`config.mk`:
```
export PLATFORM = sky130hd
export DESIGN_NAME = codec_slot_engine
export DESIGN_NICKNAME = d
export VERILOG_FILES = /design/src/rtl/codec_slot_pkg.sv /design/src/rtl/tx_slots.sv /design/src/rtl/cmd_seq.sv /design/src/rtl/rx_slots.sv /design/src/rtl/codec_slot_engine.sv
export SDC_FILE = /design/constraint.sdc
export NUM_CORES = 1
export LEC_CHECK = 0
export ABC_AREA = 1
export BUFFER_PORTS_ARGS = -buffer_cell sky130_fd_sc_hd__buf_2
export CORE_MARGIN = 2
export CORE_UTILIZATION = 40
export DETAILED_ROUTE_END_ITERATION = 8
export GPL_TIMING_DRIVEN = 0
export PLACE_DENSITY_LB_ADDON = 0.3
export SYNTH_ARGS = -nofsm -noshare
export SYNTH_HDL_FRONTEND = slang
export SYNTH_HIERARCHICAL = 1
export SYNTH_SLANG_ARGS = --single-unit
```
`constraint.sdc`:
```
create_clock -name clk_i -period 1.59 [get_ports clk_i]
set_input_delay 0 -clock clk_i [delete_from_list [all_inputs] [get_ports clk_i]]
set_output_delay 0 -clock clk_i [all_outputs]
set_load 0.005 [all_outputs]
```
`src/rtl/codec_slot_pkg.sv`:
```
package codec_slot_pkg;
  localparam int SLOT_W   = 20;
  localparam int ADDR_W   = 7;
  localparam int DATA_W   = 16;
  localparam int RW_BIT   = 19;
  localparam int ADDR_LSB = 12;
  localparam int DATA_LSB = 4;
  localparam int SEL_W    = 3;
  localparam int N_SLOT   = 2;

  typedef enum logic [SEL_W-1:0] {
    SEL_CMD_TX  = 3'd0,
    SEL_DATA_TX = 3'd1,
    SEL_CMD_RX  = 3'd2,
    SEL_DATA_RX = 3'd3,
    SEL_FLAGS   = 3'd4
  } slot_sel_e;

  // bit0 is the last member
  typedef struct packed {
    logic data_rx_valid;
    logic cmd_rx_valid;
    logic data_rx_busy;
    logic cmd_rx_busy;
    logic pair_tx_empty;
    logic data_tx_empty;
    logic cmd_tx_empty;
  } slot_flags_t;

  localparam int FLAGS_W = $bits(slot_flags_t);
endpackage

```
`src/rtl/tx_slots.sv`:
```
module tx_slots #(
  parameter int SLOT_W = 20,
  parameter int N_SLOT = 2
) (
  input  logic                           clk_i,
  input  logic                           rst_ni,
  input  logic [N_SLOT-1:0]              wr_i,
  input  logic [SLOT_W-1:0]              wdata_i,
  output logic [N_SLOT-1:0][SLOT_W-1:0]  slot_o,
  output logic [N_SLOT-1:0]              empty_o,
  output logic                           pair_empty_o
);
  for (genvar i = 0; i < N_SLOT; i++) begin : g_slot
    logic [SLOT_W-1:0] q;
    logic              empty_q;
    always_ff @(posedge clk_i or negedge rst_ni) begin
      if (!rst_ni) begin
        q       <= '0;
        empty_q <= 1'b1;
      end else if (wr_i[i]) begin
        q       <= wdata_i;
        empty_q <= 1'b0;
      end
    end
    assign slot_o[i]  = q;
    assign empty_o[i] = empty_q;
  end

  logic pair_q;
  always_ff @(posedge clk_i or negedge rst_ni) begin
    if (!rst_ni)     pair_q <= 1'b1;
    else if (|wr_i)  pair_q <= 1'b0;
  end
  assign pair_empty_o = pair_q;
endmodule

```
`src/rtl/cmd_seq.sv`:
```
module cmd_seq #(
  parameter int SLOT_W   = 20,
  parameter int ADDR_W   = 7,
  parameter int DATA_W   = 16,
  parameter int RW_BIT   = 19,
  parameter int ADDR_LSB = 12
) (
  input  logic              clk_i,
  input  logic              rst_ni,
  input  logic              start_i,
  input  logic [SLOT_W-1:0] cmd_word_i,
  input  logic [DATA_W-1:0] data_word_i,
  input  logic              ack_i,
  output logic              req_o,
  output logic              we_o,
  output logic [ADDR_W-1:0] addr_o,
  output logic [DATA_W-1:0] wdata_o,
  output logic [SLOT_W-1:0] echo_o,
  output logic              busy_o,
  output logic              rd_issue_o,
  output logic              rd_done_o
);
  typedef enum logic {ST_IDLE, ST_WAIT} seq_state_e;
  localparam logic [SLOT_W-1:0] RW_MASK = SLOT_W'(1) << RW_BIT;

  seq_state_e        state_q;
  logic              we_q;
  logic [ADDR_W-1:0] addr_q;
  logic [DATA_W-1:0] wdata_q;
  logic [SLOT_W-1:0] echo_q;
  logic              accept;

  assign accept = start_i && (state_q == ST_IDLE);

  always_ff @(posedge clk_i or negedge rst_ni) begin
    if (!rst_ni) begin
      state_q <= ST_IDLE;
      we_q    <= 1'b0;
      addr_q  <= '0;
      wdata_q <= '0;
      echo_q  <= '0;
    end else if (accept) begin
      state_q <= ST_WAIT;
      we_q    <= !cmd_word_i[RW_BIT];
      addr_q  <= cmd_word_i[ADDR_LSB +: ADDR_W];
      wdata_q <= data_word_i;
      echo_q  <= cmd_word_i & ~RW_MASK;
    end else if (state_q == ST_WAIT && ack_i) begin
      state_q <= ST_IDLE;
    end
  end

  assign req_o      = (state_q == ST_WAIT);
  assign busy_o     = req_o;
  assign we_o       = we_q;
  assign addr_o     = addr_q;
  assign wdata_o    = wdata_q;
  assign echo_o     = echo_q;
  assign rd_issue_o = accept && cmd_word_i[RW_BIT];
  assign rd_done_o  = req_o && ack_i && !we_q;
endmodule

```
`src/rtl/rx_slots.sv`:
```
module rx_slots #(
  parameter int SLOT_W   = 20,
  parameter int DATA_W   = 16,
  parameter int DATA_LSB = 4,
  parameter int N_SLOT   = 2
) (
  input  logic                           clk_i,
  input  logic                           rst_ni,
  input  logic                           issue_i,
  input  logic                           load_i,
  input  logic [SLOT_W-1:0]              echo_i,
  input  logic [DATA_W-1:0]              rdata_i,
  input  logic [N_SLOT-1:0]              clr_i,
  output logic [N_SLOT-1:0][SLOT_W-1:0]  slot_o,
  output logic [N_SLOT-1:0]              busy_o,
  output logic [N_SLOT-1:0]              valid_o
);
  for (genvar i = 0; i < N_SLOT; i++) begin : g_slot
    logic [SLOT_W-1:0] nxt;
    logic [SLOT_W-1:0] q;
    logic              busy_q;
    logic              valid_q;

    if (i == 0) begin : g_cmd
      assign nxt = echo_i;
    end else begin : g_data
      assign nxt = SLOT_W'(rdata_i) << DATA_LSB;
    end

    always_ff @(posedge clk_i or negedge rst_ni) begin
      if (!rst_ni) begin
        q       <= '0;
        busy_q  <= 1'b0;
        valid_q <= 1'b0;
      end else begin
        if (load_i) q <= nxt;
        if (issue_i)     busy_q <= 1'b1;
        else if (load_i) busy_q <= 1'b0;
        // completion wins over a clearing read
        if (load_i)        valid_q <= 1'b1;
        else if (clr_i[i]) valid_q <= 1'b0;
      end
    end
    assign slot_o[i]  = q;
    assign busy_o[i]  = busy_q;
    assign valid_o[i] = valid_q;
  end
endmodule

```
`src/rtl/codec_slot_engine.sv`:
```
module codec_slot_engine
  import codec_slot_pkg::*;
(
  input  logic              clk_i,
  input  logic              rst_ni,
  input  logic              wr_en_i,
  input  logic              rd_en_i,
  input  logic [SEL_W-1:0]  sel_i,
  input  logic [SLOT_W-1:0] wdata_i,
  output logic [SLOT_W-1:0] rdata_o,
  output logic              cmd_req_o,
  output logic              cmd_we_o,
  output logic [ADDR_W-1:0] cmd_addr_o,
  output logic [DATA_W-1:0] cmd_wdata_o,
  input  logic              cmd_ack_i,
  input  logic [DATA_W-1:0] cmd_rdata_i
);
  logic                          wr_cmd, wr_dat, start, busy;
  logic                          rd_issue, rd_done;
  logic [N_SLOT-1:0]             rx_clr;
  logic [N_SLOT-1:0][SLOT_W-1:0] tx_slot, rx_slot;
  logic [N_SLOT-1:0]             tx_empty, rx_busy, rx_valid;
  logic                          pair_empty;
  logic [SLOT_W-1:0]             echo;
  slot_flags_t                   flags;
  logic [SLOT_W-1:0]             rd_mux, rdata_q;

  assign wr_cmd    = wr_en_i && (sel_i == SEL_CMD_TX);
  assign wr_dat    = wr_en_i && (sel_i == SEL_DATA_TX);
  assign start     = wr_cmd && !busy;
  assign rx_clr[0] = rd_en_i && (sel_i == SEL_CMD_RX);
  assign rx_clr[1] = rd_en_i && (sel_i == SEL_DATA_RX);

  tx_slots #(.SLOT_W(SLOT_W), .N_SLOT(N_SLOT)) u_tx (
    .clk_i        (clk_i),
    .rst_ni       (rst_ni),
    .wr_i         ({wr_dat, start}),
    .wdata_i      (wdata_i),
    .slot_o       (tx_slot),
    .empty_o      (tx_empty),
    .pair_empty_o (pair_empty)
  );

  cmd_seq #(
    .SLOT_W(SLOT_W), .ADDR_W(ADDR_W), .DATA_W(DATA_W),
    .RW_BIT(RW_BIT), .ADDR_LSB(ADDR_LSB)
  ) u_seq (
    .clk_i       (clk_i),
    .rst_ni      (rst_ni),
    .start_i     (start),
    .cmd_word_i  (wdata_i),
    .data_word_i (tx_slot[1][DATA_LSB +: DATA_W]),
    .ack_i       (cmd_ack_i),
    .req_o       (cmd_req_o),
    .we_o        (cmd_we_o),
    .addr_o      (cmd_addr_o),
    .wdata_o     (cmd_wdata_o),
    .echo_o      (echo),
    .busy_o      (busy),
    .rd_issue_o  (rd_issue),
    .rd_done_o   (rd_done)
  );

  rx_slots #(
    .SLOT_W(SLOT_W), .DATA_W(DATA_W), .DATA_LSB(DATA_LSB), .N_SLOT(N_SLOT)
  ) u_rx (
    .clk_i   (clk_i),
    .rst_ni  (rst_ni),
    .issue_i (rd_issue),
    .load_i  (rd_done),
    .echo_i  (echo),
    .rdata_i (cmd_rdata_i),
    .clr_i   (rx_clr),
    .slot_o  (rx_slot),
    .busy_o  (rx_busy),
    .valid_o (rx_valid)
  );

  always_comb begin
    flags.cmd_tx_empty  = tx_empty[0];
    flags.data_tx_empty = tx_empty[1];
    flags.pair_tx_empty = pair_empty;
    flags.cmd_rx_busy   = rx_busy[0];
    flags.data_rx_busy  = rx_busy[1];
    flags.cmd_rx_valid  = rx_valid[0];
    flags.data_rx_valid = rx_valid[1];
  end

  always_comb begin
    rd_mux = '0;
    case (sel_i)
      SEL_CMD_TX:  rd_mux = tx_slot[0];
      SEL_DATA_TX: rd_mux = tx_slot[1];
      SEL_CMD_RX:  rd_mux = rx_slot[0];
      SEL_DATA_RX: rd_mux = rx_slot[1];
      SEL_FLAGS:   rd_mux[FLAGS_W-1:0] = flags;
      default:     rd_mux = '0;
    endcase
  end

  always_ff @(posedge clk_i or negedge rst_ni) begin
    if (!rst_ni)      rdata_q <= '0;
    else if (rd_en_i) rdata_q <= rd_mux;
  end
  assign rdata_o = rdata_q;
endmodule

```
==> summary.md <==
| Metric | Value |
|---|---|
| Clock Skew | approximately 6.8 ps |
| Share of cell area taken by muxes after synthesis | 0% |
| Mapped Area | 0.006459 mm2 |
| Leading cell types by total area after synthesis | sky130_fd_sc_hd__dfrtp_1 (53%), sky130_fd_sc_hd__nand2_1 (22%), sky130_fd_sc_hd__nand3_1 (5.1%), sky130_fd_sc_hd__nand4_1 (4.7%), sky130_fd_sc_hd__buf_4 (3.4%) |
| Startpoint of the worst setup timing path | u_seq/busy_o$_DFFE_PN0P_ |
| Reported leakage power | 4.486 nW |
| Number of enable-type register cells in the synthesized netlist | 0 |
| Average vias per placed instance | 4.718 |
| Max-Cap Viols | 0 |
| Antenna violations before repair | 0 |
| Headroom to the max-slew limit | 63.49% |
| Min Tclk post-route | 1450 ps |
| Root Driver | sky130_fd_sc_hd__clkbuf_16 |
| Path length in cells of the critical path | 7 |
| Compound-Gate Fraction of Synth Area | ~1.6% |
| Post-synthesis cell type with the largest combined area | sky130_fd_sc_hd__dfrtp_1 |
| Die Wd | 131.1 um |
| Share of flip-flops with an asynchronous set or reset | 100.0% |
| WL final | 17.76 mm |
| Main flop type after synthesis | sky130_fd_sc_hd__dfrtp_1 |
| Endpoints failing setup | 0 |
| Detailed-router iteration count before antenna repair | 5 |
| Worst Setup EP | u_seq/addr_o[1]$_DFFE_PN0P_ |
| Finished Layout Cells | 1168 |
| Number of nets in the finished design | 983 |
| Overall power consumption | 10.64 mW |
| Cell Area, Placed | 0.007199 mm2 |
| Core Rows | 46 |
| Total I/O pin count | between 80 and 90 |
| Maximum clock frequency | 0.6898 GHz |
| Count of synthesis-stage warnings from yosys | 6 |
| Share of cells above drive strength 1 | 21.01% |
| Last weighted congestion value of the routability-driven placer | around 0.85 |
| Post-synthesis share of cell area spent on and, or, nand and nor gates | 33.92% |
| Kind of launch point of the worst setup path | flop |
| Period Utilization, post-route | 91.18% |
| Largest net degree at the start of global routing | 84 |
| Number of unique standard cell types used by synthesis | 21 |
| Crit-path cells | nor2_2 > buf_6 > nand2_2 > buf_6 > buf_6 > nand2_1 > nand2_1 |
| Post-detailed-route count of antenna-violating nets | 0 |
| Flops & latches, synth | 139 |
| Die extent in y | about 130 um |
| Clock transition at path regs | about 60 ps |
| Buffers from clock root to sink, at most | 2 |
| Data required, critical path | 1910 ps |
| Skew-Pair Late Insertion Delay | 430 ps |
| H-tree levels | 4 |
| Setup repair after global routing missed its margin | false |
| Final instance area | 0.008188 mm2 |
| Worst r2r dst | u_seq/addr_o[1]$_DFFE_PN0P_ |
| Critical register-to-register path startpoint | u_seq/busy_o$_DFFE_PN0P_ |
| Antenna cells | 0 |
| Worst setup slack for register-to-register paths | 140 ps |
| Placed cell count | 1096 |
| Port Buffer Count | 85 |
| Portion of synthesized cell area occupied by the leading cell type | 52.69% |
| CTS tree | built |
| Area Growth Syn to Fin | 26.77% |
| TritonCTS buffer count | 17 |
| Mean Syn Cell Area | 8.165 um2 |
| Min-delay worst type | input port to flop |
| Mapped Cells | 791 |
| CP Max Fanout | 10 |
| XOR/XNOR share of the synthesized area | 0% |
| Via count | about 5500 |
| Wire length of the first global-routing pass | 29.07 mm |
| Largest family of logic cells by synthesized area | simple AND/OR/NAND/NOR gates |
| Initial Utilization | between 40% and 50% |
| Type of the worst setup path | flop to flop |
| Most numerous cell types in the synthesized netlist | sky130_fd_sc_hd__nand2_1 (380), sky130_fd_sc_hd__dfrtp_1 (136), sky130_fd_sc_hd__nand3_1 (66) |
| Worst stage delay on the critical path | between 400 and 500 ps |
| Reg2reg path depth | 7 |
| Endpoint arrival time on the critical path | approximately 1800 ps |
| Global-route usage over all layers | 22.49% |
| Pwr per Cell Area | 1300 mW/mm2 |
| Die area | 0.01718 mm2 |
| Transition time at the pin with the least slew margin | about 550 ps |
| Area of the core | about 0.016 mm2 |
| Kind of end point of the critical path | flop |
| Slew Limit Fails | 0 |
| HPWL after detailed placement | 12.55 mm |
| Number of design-rule violations left by the first detailed-router iteration | 517 |
| Setup repair bufs after CTS | 0 |
| Worst-path cell with the longest stage delay | sky130_fd_sc_hd__dfrtp_1 |
| Dominant cell by count in the synthesized netlist | sky130_fd_sc_hd__nand2_1 |
| Setup WS pre-CTS | -142.6 ps |
| Result of the run | complete, no violations |
| Via count of the first global-routing pass | 5363 |
| Detailed-route wire length per cell | between 15 and 20 um |
| Clk sinks | 139 |
| DRC violations left | 0 |
| Peak supply drop | 0.7567 mV |
| # fillers | 1508 |
| Post-synthesis adder-cell area fraction | 0% |
| Part of the Yosys area used for sequential elements | 53.91% |
| Remaining Overflow, GRT | 0 |
| Final Hold Vio Count | 0 |
| Most frequent cell on the critical path | sky130_fd_sc_hd__buf_6 |
| Total buffers and inverters traversed by the critical path | 3 |
| CP top delay family | buffers and inverters |
| Worst setup margin | 140.3 ps |
-- metal layers --
layer | track usage, % | vias to the layer above | routed length, um
met3 | 5.032 | 24 | 840
li1 | - | 2785 | -
met5 | 0 | - | 0
met2 | 32.55 | 158 | 7644
met4 | 6.821 | 0 | 304
met1 | 33.73 | 2544 | 8966
-- layout make-up --
cell class                      instances  area, um2  area share [%]
Timing Repair Buffer                  126      859.6           10.50
Multi-Input combinational cell        545       2315           28.27
Clock buffer                           18      439.2           5.364
Tap cell                              216      270.3           3.301
Inverter                               39      151.4           1.849
Buffer                                 71      524.3           6.403
Clock inverter                         14      146.4           1.788
Sequential cell                       139       3482           42.53
-- power breakdown --
part / internal [mW] / switching, mW / total [mW]
Sequential: 4.35 / 0.569 / 4.92
Combinational: 0.808 / 0.959 / 1.77
Clock: 2.35 / 1.60 / 3.95
Total: 7.51 / 3.13 / 10.6
-- tightest hold or removal path, stage by stage --
cell and delay [ps]:
sky130_fd_sc_hd__buf_6 120, sky130_fd_sc_hd__nand3_1 80, sky130_fd_sc_hd__nand3_1 100, sky130_fd_sc_hd__o21bai_1 70
sky130_fd_sc_hd__nand2_1 50
-- metrics by stage --
step | util, % | TNS, ps | hold slack, ps
6_report | 51.73 | 0 | 23.20
5_1_grt | 51.73 | 0 | 67.29
4_1_cts | 51.72 | 0 | 12.05
3_5_place_dp | 45.49 | -3457 | 5.948
3_3_place_gp | 45.27 | -212630 | 205.3
2_1_floorplan | - | 0 | -295.6
-- cells in the final DEF, fill, tap and decap left out, types with 2 or more instances in the layout --
master and count:
sky130_fd_sc_hd__nor2_1 19, sky130_fd_sc_hd__buf_2 107, sky130_fd_sc_hd__nand2_1 380, sky130_fd_sc_hd__bufinv_16 2, sky130_fd_sc_hd__clkinvlp_4 3, sky130_fd_sc_hd__dfstp_2 3
sky130_fd_sc_hd__clkinv_4 3, sky130_fd_sc_hd__clkbuf_16 17, sky130_fd_sc_hd__inv_4 2, sky130_fd_sc_hd__dfrtp_1 136, sky130_fd_sc_hd__nand3_1 66, sky130_fd_sc_hd__o21ai_1 18
sky130_fd_sc_hd__nand4_1 49, sky130_fd_sc_hd__conb_1 5, sky130_fd_sc_hd__inv_1 34, sky130_fd_sc_hd__clkinv_2 4, sky130_fd_sc_hd__buf_6 17, sky130_fd_sc_hd__inv_2 3
sky130_fd_sc_hd__clkbuf_1 3, sky130_fd_sc_hd__inv_6 2, sky130_fd_sc_hd__buf_4 29, sky130_fd_sc_hd__dlygate4sd3_1 40, sky130_fd_sc_hd__nand3_2 2, sky130_fd_sc_hd__nor2_2 2
-- sequential cells by signal, summed over array words and instances, names as in the netlist, 2 cells and up --
| register | flops |
|---|---|
| u_tx/g_slot.q | 40 |
| u_rx/g_slot.q | 36 |
| rdata_o | 20 |
| u_seq/wdata_o | 16 |
| u_seq/echo_o | 12 |
| u_seq/addr_o | 7 |
| u_rx/g_slot.valid_q | 2 |
| u_tx/g_slot.empty_q | 2 |
-- cells by family after synthesis --
| kind of cell | Yosys count |
|---|---|
| buf+inv | 110 |
| flops | 139 |
| simple gates | 520 |
| compound gates | 20 |
| other cells | 2 |
-- how the worst min path moves through the flow --
stage                    startpoint                               end  cells past startpoint
CTS                        sel_i[2]            rdata_o[5]$_DFFE_PN0P_                      5
global route               sel_i[2]            rdata_o[5]$_DFFE_PN0P_                      5
global placement    cmd_rdata_i[13]  u_rx/g_slot[1].q[17]$_DFFE_PN0P_                      3
detailed placement           rst_ni       u_seq/addr_o[3]$_DFFE_PN0P_                      1
finish                     sel_i[2]            rdata_o[5]$_DFFE_PN0P_                      5
floorplan                    rst_ni            rdata_o[0]$_DFFE_PN0P_                      0
-- repair_timing --
| action | 4_1_cts | 5_1_grt |
|---|---|---|
| resized for setup | 0 | 1 |
| endpoints found under the hold margin | 137 | 0 |
| hold buffers | 40 | 0 |
| setup endpoints to repair | 0 | 8 |
(Power assumes the default switching activity.)
